===== config.mk =====
export PLATFORM = sky130hd
export DESIGN_NAME = clkfab_top
export DESIGN_NICKNAME = d
export VERILOG_FILES = /design/src/rtl/clkfab_pkg.sv /design/src/rtl/clkfab_divcnt.sv /design/src/rtl/clkfab_bank.sv /design/src/rtl/clkfab_top.sv
export SDC_FILE = /design/constraint.sdc
export NUM_CORES = 1
export LEC_CHECK = 0
export BUFFER_PORTS_ARGS = -buffer_cell sky130_fd_sc_hd__buf_2
export CORE_MARGIN = 2
export CORE_UTILIZATION = 29
export DETAILED_ROUTE_END_ITERATION = 10
export PLACE_DENSITY = 0.43
export SYNTH_ARGS = -nofsm -noshare
export SYNTH_HDL_FRONTEND = slang
export SYNTH_SLANG_ARGS = --single-unit

===== constraint.sdc =====
create_clock -name clk -period 3.8 [get_ports clk]
set_input_delay 0 -clock clk [delete_from_list [all_inputs] [get_ports clk]]
set_output_delay 0 -clock clk [all_outputs]
set_load 0.005 [all_outputs]

===== src/rtl/clkfab_pkg.sv =====
package clkfab_pkg;
    localparam int NUM_OUT  = 6;
    localparam int SEL_W    = 3;
    localparam int DIV_W    = 8;
    localparam int CNT_W    = 7;
    localparam int DIV_MIN  = 4;
    localparam int DIV_MAX  = 127;
    localparam int DIV_SAFE = 8;

    typedef enum logic [SEL_W-1:0] {
        SRC_REF   = 3'd0,
        SRC_B1_N  = 3'd1,
        SRC_B1_D2 = 3'd2,
        SRC_B1_D3 = 3'd3,
        SRC_B2_N  = 3'd4,
        SRC_B2_D2 = 3'd5,
        SRC_B2_D4 = 3'd6,
        SRC_RSV   = 3'd7
    } src_e;
endpackage


===== src/rtl/clkfab_divcnt.sv =====
module clkfab_divcnt #(
    parameter int CW       = 7,
    parameter int DW       = 8,
    parameter int MIN_DIV  = 4,
    parameter int SAFE_DIV = 8
) (
    input  logic          clk,
    input  logic          rst_n,
    input  logic          tick,
    input  logic [DW-1:0] div_in,
    output logic          lvl
);
    localparam int MAX_DIV = (1 << CW) - 1;

    typedef struct packed {
        logic [CW-1:0] cnt;
        logic [CW-1:0] cur;
        logic          lvl;
    } st_t;

    st_t           s_d, s_q;
    logic          div_ok;
    logic [CW:0]   half_d;

    always_comb begin
        s_d    = s_q;
        div_ok = (div_in >= DW'(MIN_DIV)) && (div_in <= DW'(MAX_DIV));
        if (tick) begin
            if (s_q.cnt == s_q.cur - CW'(1)) begin
                s_d.cnt = '0;
                s_d.cur = div_ok ? div_in[CW-1:0] : CW'(SAFE_DIV);
            end else begin
                s_d.cnt = s_q.cnt + CW'(1);
            end
        end
        half_d  = ({1'b0, s_d.cur} + (CW+1)'(1)) >> 1;
        s_d.lvl = ({1'b0, s_d.cnt} < half_d);
    end

    always_ff @(posedge clk) begin
        if (!rst_n) begin
            s_q.cnt <= '0;
            s_q.cur <= CW'(SAFE_DIV);
            s_q.lvl <= 1'b1;
        end else begin
            s_q <= s_d;
        end
    end

    assign lvl = s_q.lvl;
endmodule


===== src/rtl/clkfab_bank.sv =====
module clkfab_bank
    import clkfab_pkg::*;
#(
    parameter int CW      = CNT_W,
    parameter int DW      = DIV_W,
    parameter int ALT_DIV = 3
) (
    input  logic          clk,
    input  logic          rst_n,
    input  logic          tick,
    input  logic [DW-1:0] div_in,
    output logic [2:0]    taps
);
    clkfab_divcnt #(
        .CW(CW), .DW(DW), .MIN_DIV(DIV_MIN), .SAFE_DIV(DIV_SAFE)
    ) u_ndiv (
        .clk(clk), .rst_n(rst_n), .tick(tick), .div_in(div_in), .lvl(taps[0])
    );

    for (genvar g = 0; g < 2; g++) begin : g_fixed
        localparam int FD = (g == 0) ? 2 : ALT_DIV;
        clkfab_divcnt #(
            .CW(CW), .DW(DW), .MIN_DIV(FD), .SAFE_DIV(FD)
        ) u_fdiv (
            .clk(clk), .rst_n(rst_n), .tick(tick), .div_in(DW'(FD)), .lvl(taps[g+1])
        );
    end
endmodule


===== src/rtl/clkfab_top.sv =====
module clkfab_top
    import clkfab_pkg::*;
#(
    parameter int NOUT = NUM_OUT,
    parameter int DW   = DIV_W
) (
    input  logic                  clk,
    input  logic                  rst_n,
    input  logic                  ref_in,
    input  logic                  bank1_tick,
    input  logic                  bank2_tick,
    input  logic [DW-1:0]         bank1_div,
    input  logic [DW-1:0]         bank2_div,
    input  logic [NOUT*SEL_W-1:0] src_sel,
    input  logic [NOUT-1:0]       out_en,
    output logic [NOUT-1:0]       clk_out,
    output logic                  cfg_err
);
    localparam int NSRC = 1 << SEL_W;

    typedef struct packed {
        logic            ref_s;
        logic [NOUT-1:0] outs;
        logic            err;
    } top_st_t;

    top_st_t          s_d, s_q;
    logic [2:0]       b1_taps;
    logic [2:0]       b2_taps;
    logic [NSRC-1:0]  src_vec;
    logic             b1_range_bad, b2_range_bad;
    src_e             sel_k;

    clkfab_bank #(.CW(CNT_W), .DW(DW), .ALT_DIV(3)) u_bank1 (
        .clk(clk), .rst_n(rst_n), .tick(bank1_tick), .div_in(bank1_div), .taps(b1_taps)
    );

    clkfab_bank #(.CW(CNT_W), .DW(DW), .ALT_DIV(4)) u_bank2 (
        .clk(clk), .rst_n(rst_n), .tick(bank2_tick), .div_in(bank2_div), .taps(b2_taps)
    );

    assign src_vec = {1'b0, b2_taps, b1_taps, s_q.ref_s};

    always_comb begin
        s_d          = s_q;
        s_d.ref_s    = ref_in;
        b1_range_bad = (bank1_div < DW'(DIV_MIN)) || (bank1_div > DW'(DIV_MAX));
        b2_range_bad = (bank2_div < DW'(DIV_MIN)) || (bank2_div > DW'(DIV_MAX));
        s_d.err      = b1_range_bad | b2_range_bad;
        for (int k = 0; k < NOUT; k++) begin
            sel_k      = src_e'(src_sel[k*SEL_W +: SEL_W]);
            s_d.outs[k] = out_en[k] & src_vec[sel_k];
            case (sel_k)
                SRC_B1_D2: if (bank1_div[1:0] != 2'b00) s_d.err = 1'b1;
                SRC_B1_D3: if (bank1_div != DW'(6))      s_d.err = 1'b1;
                SRC_B2_D2: if (bank2_div[1:0] != 2'b00) s_d.err = 1'b1;
                SRC_B2_D4: if (bank2_div[2:0] != 3'b000) s_d.err = 1'b1;
                default: ;
            endcase
        end
    end

    always_ff @(posedge clk) begin
        if (!rst_n) begin
            s_q <= '0;
        end else begin
            s_q <= s_d;
        end
    end

    assign clk_out = s_q.outs;
    assign cfg_err = s_q.err;
endmodule


# ---- Yosys cells after proc, flatten, opt, wreduce, memory -nomap -nowiden
# Cells that the tools add are included.
# Widths: inputs -> output; s select.
dict set report op_classes {
  mul 0
  add_sub_neg 18
  div 0
  n_reduce_logical 7
  mux 62
  bitwise 7
  shifts 0
  order_cmp 20
  n_eq_ne 31
}
# cell count
set op_table {}
lappend op_table {{$mux 7} 14}
lappend op_table {{$mux 14} 6}
lappend op_table {{$add 7x1->8 const B} 6}
lappend op_table {{$add 7x1->7 const B} 6}
lappend op_table {{$eq 7x7->1} 6}
lappend op_table {{$lt 7x7->1} 6}
lappend op_table {{$sub 7x1->7 const B} 6}
lappend op_table {{$eq 3x2->1 const B} 12}
lappend op_table {{$eq 3x3->1 const B} 12}
lappend op_table {{$mux 1} 30}
lappend op_table {{$lt 3x4->1 const B} 6}
lappend op_table {{$pmux 1 s4} 6}
lappend op_table {{$bmux 1 s3} 6}
lappend op_table {{$ge 8x3->1 const B} 2}
lappend op_table {{$gt 8x7->1 const B} 2}
lappend op_table {{$le 8x7->1 const B} 2}
lappend op_table {{$lt 8x3->1 const B} 2}
lappend op_table {{$ne 8x3->1 const B} 1}
lappend op_table {{$and 1x1->1} 6}
lappend op_table {{$reduce_bool 2->1} 2}
lappend op_table {{$reduce_bool 3->1} 1}
lappend op_table {{$logic_and 1x1->1} 2}
lappend op_table {{$logic_or 1x1->1} 2}
lappend op_table {{$or 1x1->1} 1}
dict set report word_totals {
  mem_bits_rw 0
  mem_bits_ro 0
  inputBits 45
  regBits 98
  n_memories 0
  out_inout_bits 7
  elab_cells 166
  latch_bits 0
}

# ---- Longest topological paths before layout
# Gate-level depths: netlist of run 1.
dict set report depth {
  word_depth 15
  depth_mapped 21
  mapped_depth_nobuf 19
}

# ---- By module
# From an unflattened synthesis of run 1, not the netlist that was laid out.
dict set report hier_totals {
  cells_unflattened 1139
  hier_area_um2 9137.5
}
# mod seq_area_each_um2 cells_each area_per_inst_um2 instances
set modules_own_cells {}
lappend modules_own_cells {{clkfab_divcnt (u_bank1.g_fixed[0].u_fdiv ...)} 300.3 178 1415.1 2}
lappend modules_own_cells {{clkfab_divcnt (u_bank1.g_fixed[1].u_fdiv)} 300.3 179 1445.1 1}
lappend modules_own_cells {{clkfab_divcnt (u_bank2.g_fixed[1].u_fdiv)} 300.3 160 1317.5 1}
lappend modules_own_cells {{clkfab_divcnt (u_bank2.u_ndiv)} 300.3 161 1283.7 1}
lappend modules_own_cells {{clkfab_divcnt (u_bank1.u_ndiv)} 300.3 165 1265.0 1}
lappend modules_own_cells {clkfab_top 160.2 114 980.9 1}
lappend modules_own_cells {clkfab_bank 0.0 2 7.5 2}

# ---- Worst setup path after synthesis of run 1
# Ideal clock, no wire load.
dict set report synth_path {
  kind {reg-to-reg}
  from {register u_bank2.u_ndiv.s_q[1] (netlist name)}
  to {register u_bank2.u_ndiv.lvl (netlist name)}
  n_path_buf 2
  path_stages_with_launch 21
  setup_slack_ns -0.089
  t_required_ns 3.678
  t_arrival_ns 3.766
  synth_period_minus_slack_ns 3.889
  setup_ns 0.122
  path_cell_list {dfxtp_1 > clkbuf_1 > inv_1 > ha_1 > o21ba_1 > or4_1 > a311oi_2 > buf_6 > nand3_1 > nand2_1 > ha_1 > and3_1 > nand3_1 > xor2_1 > nor2_1 > mux2i_1 > ha_1 > and3_1 > nand3_1 > nor4_1 > nor2_1}
}
# item line_no
set synth_lines {}
lappend synth_lines {{start: declaration} clkfab_divcnt.sv:21} ;# st_t s_d, s_q;

==> metrics, run 1 <==
status=finished, final reports clean; Overall Global Routing Usage=14.5%; Synth Register Bits=98; most frequent cells in the layout=111 x nor2_1, 97 x dfxtp_1, 78 x xnor2_1; post-synthesis simple-gate area fraction=29.2%; Hold Fails Final Rpt=0; Sequential Area=1960 sq um; crit path DAT=3800 ps; diode count=0; Synth Flop Type=dfxtp_1; Slew Limit Fails=0; vias after detailed routing=6741; Cell variety after synth=76; DR WL/cell=14.7 um; multi-input logic area=5490 sq um; Critical Path End Type=register; GPL Wtd Cong=0.793; I/O Buffers=51; FFs w/ async S/R, synth=0%; Max Cap Viol=0; drt pass-1 iters=4; Gate Count Post-Synth=966; Required @ worst endpoint=4050 ps; drt total wl=20000 um; area fraction of the dominant cell type after synthesis=25.2%; initial antenna violation count=0; # H-tree levels=3; Compound-Gate Fraction of Synth Area=13.8%; VDD IR-drop max=0.177 mV; Critical Path Fanout Max=6; Avg Inst Size Synth=8.05 sq um; Routed Antenna Nets=0; largest net degree at the start of global routing=48; Post-route DRC=0; adder-cell area share of the yosys netlist=8.69%; critical path launch point type=register; Hold WS=65.7 ps; core area=26200 sq um; first-pass GRT wire length=33500 um; LEAKAGE=3.55 nW; pwr dens=261 nW/um^2; initial DRC count=326; grt ovf=0; Ys Warns=0; Die Area=28100 sq um; DP HPWL=15100 um; Final Skew=9.46 ps; CTS tree=yes; Slew HR=53.2%; syn_nets=1065; TritonCTS Buffers=9; synthesized area=7780 sq um; post-DR vias/cell=4.95; HP Class=primary input to register; Layout fillers=2764; Rows=59; fin nets=1122; EDFF count, synth=0; post-synthesis sequential area ratio=25.2%; chip height=168 um; deepest clock path buffer count=2; critical path class=register to register; clock sinks=98; Starting Density=29.7%; number of global-route vias before repair=6622; clock root cell=clkbuf_16; synth top area cells=dfxtp_1 25%, xnor2_1 8.8%, ha_1 8.7%; Die X=168 um; Slew @ Worst Pin=697 ps; clock period minus worst slack=3550 ps; commonest non-fill, non-tap cell in the layout=nor2_1; layout cells sized above 1=14.8%; cell taking the most area after synthesis=dfxtp_1; Area growth syn-to-layout=15.5%; largest family of logic cells by synthesized area=simple AND/OR/NAND/NOR gates; clock-pin slew on the worst setup and hold paths=70 ps; Highest Clock Rate=282 MHz; RSZ-0062 raised after global routing=true; Ports=52; setup violators final=0; Post-Synth XOR/XNOR Area=12.9%; setup tns final=0 ps; mux cell area share after synthesis=5.00%; fin crit share=93.4%; latest clock arrival within the worst-skew pair=360 ps
-- sequential cells by signal, summed over array words and instances, names as in the netlist --
register                    cells
u_bank1.g_fixed.u_fdiv.s_q     28
cfg_err                         1
s_q                             1
u_bank1.u_ndiv.lvl              1
clk_out                         6
u_bank1.u_ndiv.s_q             14
u_bank2.u_ndiv.s_q             14
u_bank2.g_fixed.u_fdiv.lvl      2
u_bank1.g_fixed.u_fdiv.lvl      2
u_bank2.g_fixed.u_fdiv.s_q     28
u_bank2.u_ndiv.lvl              1
-- logic make-up (layout without fill, tap and decap cells) --
logic type | Yosys count | after routing
buffers and inverters | 88 | 150
muxes | 31 | 31
and+or+nand+nor | 428 | 428
AOI/OAI and AO/OA | 152 | 152
adders and majority gates | 54 | 54
DFF | 98 | 98
xor gates and xnor gates | 115 | 115
-- critical path, cell delays in order, from the launching register on --
cell,delay [ps]
dfxtp_1,330
inv_1,40
ha_1,210
o21ba_1,190
or4_4,430
a311oi_2,280
buf_4,180
nand3_1,90
nand2_1,100
ha_2,180
and3_4,190
nand3_1,90
xor2_1,150
nor2_1,90
mux2i_1,80
ha_1,290
and3_1,150
nand3_1,110
nor4_2,180
nor2_1,70
-- layer usage --
| layer | vias to the layer above | global-route usage (%) | part of all wire [%] |
|---|---|---|---|
| met1 | 3141 | 19.9 | 51 |
| met5 | - | 0 | 0 |
| met2 | 84 | 23.8 | 45 |
| met3 | 12 | 1.83 | 2.6 |
| met4 | 0 | 4.39 | 1.0 |
| li1 | 3504 | - | - |
-- final timing paths --
path / to / slack [ps] / cells after the start / startpoint
setup / recovery: u_bank2.u_ndiv.lvl / 250 / 19 / u_bank2.u_ndiv.s_q[1]
hold reg to reg: u_bank1.g_fixed[0].u_fdiv.s_q[1] / 510 / 2 / u_bank1.g_fixed[0].u_fdiv.s_q[1]
setup reg to reg: u_bank2.u_ndiv.lvl / 250 / 19 / u_bank2.u_ndiv.s_q[1]
hold / removal: u_bank2.u_ndiv.s_q[5] / 70 / 3 / bank2_div[7]
-- final cells by class --
cell class / instances / share of cell area [%]
Timing Repair Buffer: 106 / 7.95
Inverter: 28 / 1.17
Tap cell: 335 / 4.67
Multi-Input combinational cell: 780 / 61.1
Clock buffer: 11 / 2.59
Clock inverter: 5 / 0.710
Sequential cell: 98 / 21.8
-- timing repair --
item | in CTS | in global routing
hold buffers | 17 | 0
buffers inserted | 0 | 7
endpoints found under the hold margin | 11 | 0
endpoints found under the setup margin | 0 | 4
resized for setup | 0 | 19
-- where the power goes --
group / internal (mW) / switching (mW) / leakage (nW) / total (mW)
Sequential: 1.05 / 0.0330 / 0.795 / 1.08
Combinational: 0.148 / 0.164 / 2.62 / 0.312
Clock: 0.517 / 0.436 / 0.140 / 0.953
-- synth_stat cells (3+ instances only) --
cell type / instances
a21o_1: 10
a21oi_1: 33
a31oi_1: 4
and2_1: 30
and3_1: 19
and4_1: 7
buf_2: 11
buf_4: 10
buf_6: 3
clkbuf_1: 34
dfxtp_1: 98
ha_1: 54
inv_1: 27
mux2i_1: 22
mux4_2: 6
nand2_1: 66
nand2b_1: 29
nand3_1: 44
nand3b_1: 21
nand4_1: 21
nor2_1: 111
nor2b_1: 22
nor3_1: 24
nor3b_1: 5
nor4_1: 5
o2111a_1: 3
o2111ai_1: 3
o211a_1: 4
o211ai_1: 8
o21a_1: 3
o21ai_0: 37
o21ai_1: 3
o22ai_1: 6
o31a_1: 4
o31ai_1: 3
or2_2: 6
or4_1: 3
xnor2_1: 78
xor2_1: 37
-- per-stage QoR --
stage	area [sq um]	utilization [%]	instances	power (mW)	setup slack, ps
after floorplan	7780	-	966	1.30	25.3
after global placement	8390	32.0	1323	1.41	136
after detailed placement	8390	32.0	1323	1.40	78.1
after CTS	8850	33.8	1356	2.40	34.6
after global routing	8980	34.3	1363	2.48	-25.6
final	8980	34.3	1363	2.35	251
Note: power is estimated with default switching activity, not from simulation.
==> run 2: changes to the inputs <==
--- a/config.mk
+++ b/config.mk
@@ -9,7 +9,7 @@
 export CORE_MARGIN = 2
 export CORE_UTILIZATION = 29
 export DETAILED_ROUTE_END_ITERATION = 10
-export PLACE_DENSITY = 0.43
+export PLACE_DENSITY = 0.41
 export SYNTH_ARGS = -nofsm -noshare
 export SYNTH_HDL_FRONTEND = slang
 export SYNTH_SLANG_ARGS = --single-unit
==> constraint.sdc (replaced) <==
create_clock -name clk -period 3.32 [get_ports clk]
set_input_delay 0 -clock clk [delete_from_list [all_inputs] [get_ports clk]]
set_output_delay 0 -clock clk [all_outputs]
set_load 0.005 [all_outputs]
==> run 2 against run 1 <==
Clock skew grew 3.3 ps; clock power grew 19%; final cell count grew 5.1%; combinational power grew 21%; worst hold slack lost 21 ps; core utilization grew 3.1 points; critical endpoint is now u_bank1.u_ndiv.lvl; largest power group unchanged.
==> metrics, run 2 (synthesized netlist as in run 1, its figures left out) <==
first-pass GRT wire length=34800 um (+3.9%); Ports=52 (unchanged); most frequent cells in the layout=109 x nor2_1, 107 x buf_4, 85 x dfxtp_1; Final Skew=12.8 ps (+3.32 ps); Routed Antenna Nets=0 (unchanged); clock-pin slew on the worst setup and hold paths=80 ps (about the same); Required @ worst endpoint=3600 ps (-450 ps); crit path DAT=3580 ps (-220 ps); Area growth syn-to-layout=26.1%; initial DRC count=373 (+14%); GPL Wtd Cong=0.758 (-4.4%); Final Non-Filler Cells=1432 (+5.1%); Critical Path End Type=register; clock root cell=clkbuf_16; post-DR vias/cell=4.83 (-2.4%); latest clock arrival within the worst-skew pair=350 ps (about the same); setup violators final=0 (unchanged); commonest non-fill, non-tap cell in the layout=nor2_1; delay of the slowest critical-path stage=380 ps (-50 ps); LEAKAGE=3.95 nW (+11%); drt pass-1 iters=4 (unchanged); global-route track usage on met1=20.9% (+1.0 points); pwr dens=280 nW/um^2 (+7.2%); switch share=27.2% (+0.28 points); P_int=2.00 mW (+17%); worst path cell trace=buf_4 -> nor3_1 -> xnor2_1 -> nor3_1 -> nor4b_4 -> mux2i_1 -> ha_2 -> inv_1 -> or2_4 -> xnor2_2 -> nand2_1 -> o21ai_1 -> ha_1 -> a41oi_2 -> o21ai_1 -> a22oi_1; top flop regs=u_bank1.g_fixed.u_fdiv.s_q: 28 flops, u_bank2.g_fixed.u_fdiv.s_q: 28 flops; I/O Buffers=51 (unchanged); TritonCTS Buffers=9 (unchanged); Critical Path Fanout Max=4 (-2); VDD IR-drop max=0.208 mV (+18%); part of the power in the clock network=41.1% (+0.5 points); clock period minus worst slack=3300 ps (-249 ps); critical path launch point type=register; chip height=168 um (unchanged); Overall Global Routing Usage=15.0% (+0.57 points); DR WL/cell=14.6 um (-0.15%); fin nets=1191 (+6.1%); Comb power frac=13.8% (+0.5 points); # H-tree levels=3 (unchanged); layout cells sized above 1=25.4% (+11 points); GRT met3 Usage=2.49% (+0.66 points); core area=26200 sq um (unchanged); drt total wl=21000 um (+4.9%); Highest Clock Rate=303 MHz (+7.5%); diode count=0 (unchanged); number of global-route vias before repair=6822 (+3.0%); critical path class=register to register; Slew Limit Fails=0 (unchanged); slowest CP cell=nor4b_4; Placed Cells incl. Taps=1389 (+5.0%); Slew HR=61.0% (+7.8 points); Die Area=28100 sq um (unchanged); initial antenna violation count=0 (unchanged); Hold Fails Final Rpt=0 (unchanged); Post-route DRC=0 (unchanged); HP Class=primary input to register; Design Power=2.75 mW (+17%); Max Cap Viol=0 (unchanged); Starting Density=29.7% (unchanged); clock sinks=98 (unchanged); M2 GR Usage=24.9% (+1.2 points); Worst R2R Setup Slack=20 ps (-230 ps); status=finished, final reports clean; CTS tree=yes; DP HPWL=16000 um (+5.7%); Slew @ Worst Pin=585 ps (-112 ps); RSZ-0062 raised after global routing=true; sequential share of power=45.1% (-1.0 points); NetSw=0.749 mW (+18%); Die X=168 um (unchanged); vias after detailed routing=6911 (+2.5%); largest net degree at the start of global routing=24 (-50%); layer with the highest usage=met2; grt ovf=0 (unchanged); Rows=59 (unchanged); fin crit share=99.4% (+6.0 points); deepest clock path buffer count=2 (unchanged); setup tns final=0 ps (unchanged)
run 2: cell count changes in the layout (fill, tap and decap cells not counted), sizes merged:
cell    before  now
buf         89  158
clkinv       3    2
inv         28   30
clkbuf      11   10
run 2: metal layers:
metal	share of wire [%]	wire, um	vias up
met3	2.1	443	11
li1	-	-	3627
met5	0	0	-
met4	0.73	153	0
met2	45	9540	69
met1	52	10800	3204
run 2: stage by stage:
| stage | cell area (sq um) | hold slack (ps) | utilization (%) | setup WS [ps] |
|---|---|---|---|---|
| finish | 9810 | 44.8 | 37.4 | 19.7 |
| global route | 9810 | 66.6 | 37.4 | -228 |
| CTS | 9500 | 36.1 | 36.2 | -67.7 |
| detailed placement | 8930 | 216 | 34.1 | -125 |
| global placement | 8930 | 226 | 34.1 | -111 |
| floorplan | 7850 | 119 | - | -145 |
run 2: critical path: cells and delay by family, from the launching register on:
kind                     cells  cell delay (ps)
AO/OA/AOI/OAI                4              470
flip-flops                   1              330
multiplexers                 1              290
buffers and inverters        2              180
AND/OR/NAND/NOR              5             1150
adder cells (fa/ha/maj)      2              570
XOR/XNOR                     2              230
run 2: cell type report:
type	instances	area, sq um
fillers	2728	16400
multi-input cells	780	5760
flip-flops and latches	98	1980
repair buffers	175	1230
well taps	335	419
clock buffers	10	239
inverters	28	108
clock inverters	6	71.3
run 2: final timing paths:
check	from	to	cells past startpoint
setup / recovery	u_bank1.u_ndiv.s_q[2]	u_bank1.u_ndiv.lvl	16
hold / removal	bank2_tick	u_bank2.g_fixed[0].u_fdiv.s_q[8]	3
hold reg to reg	u_bank2.g_fixed[0].u_fdiv.s_q[2]	u_bank2.g_fixed[0].u_fdiv.s_q[2]	2
setup reg to reg	u_bank1.u_ndiv.s_q[2]	u_bank1.u_ndiv.lvl	16
run 2: timing repair:
item | 4_1_cts | 5_1_grt
resized for setup | 14 | 67
hold buffers | 17 | 0
pin swaps | 5 | 37
endpoints found under the hold margin | 11 | 0
setup buffers | 4 | 6
endpoints found under the setup margin | 4 | 6
run 2: power groups by stage:
stage / clock, mW / combinational (mW) / sequential, mW
4_1_cts: 1.18 / 0.376 / 1.24
5_1_grt: 1.23 / 0.425 / 1.24
3_3_place_gp: 0 / 0.357 / 1.27
6_report: 1.13 / 0.378 / 1.24
2_1_floorplan: 0 / 0.238 / 1.25
3_5_place_dp: 0 / 0.354 / 1.27
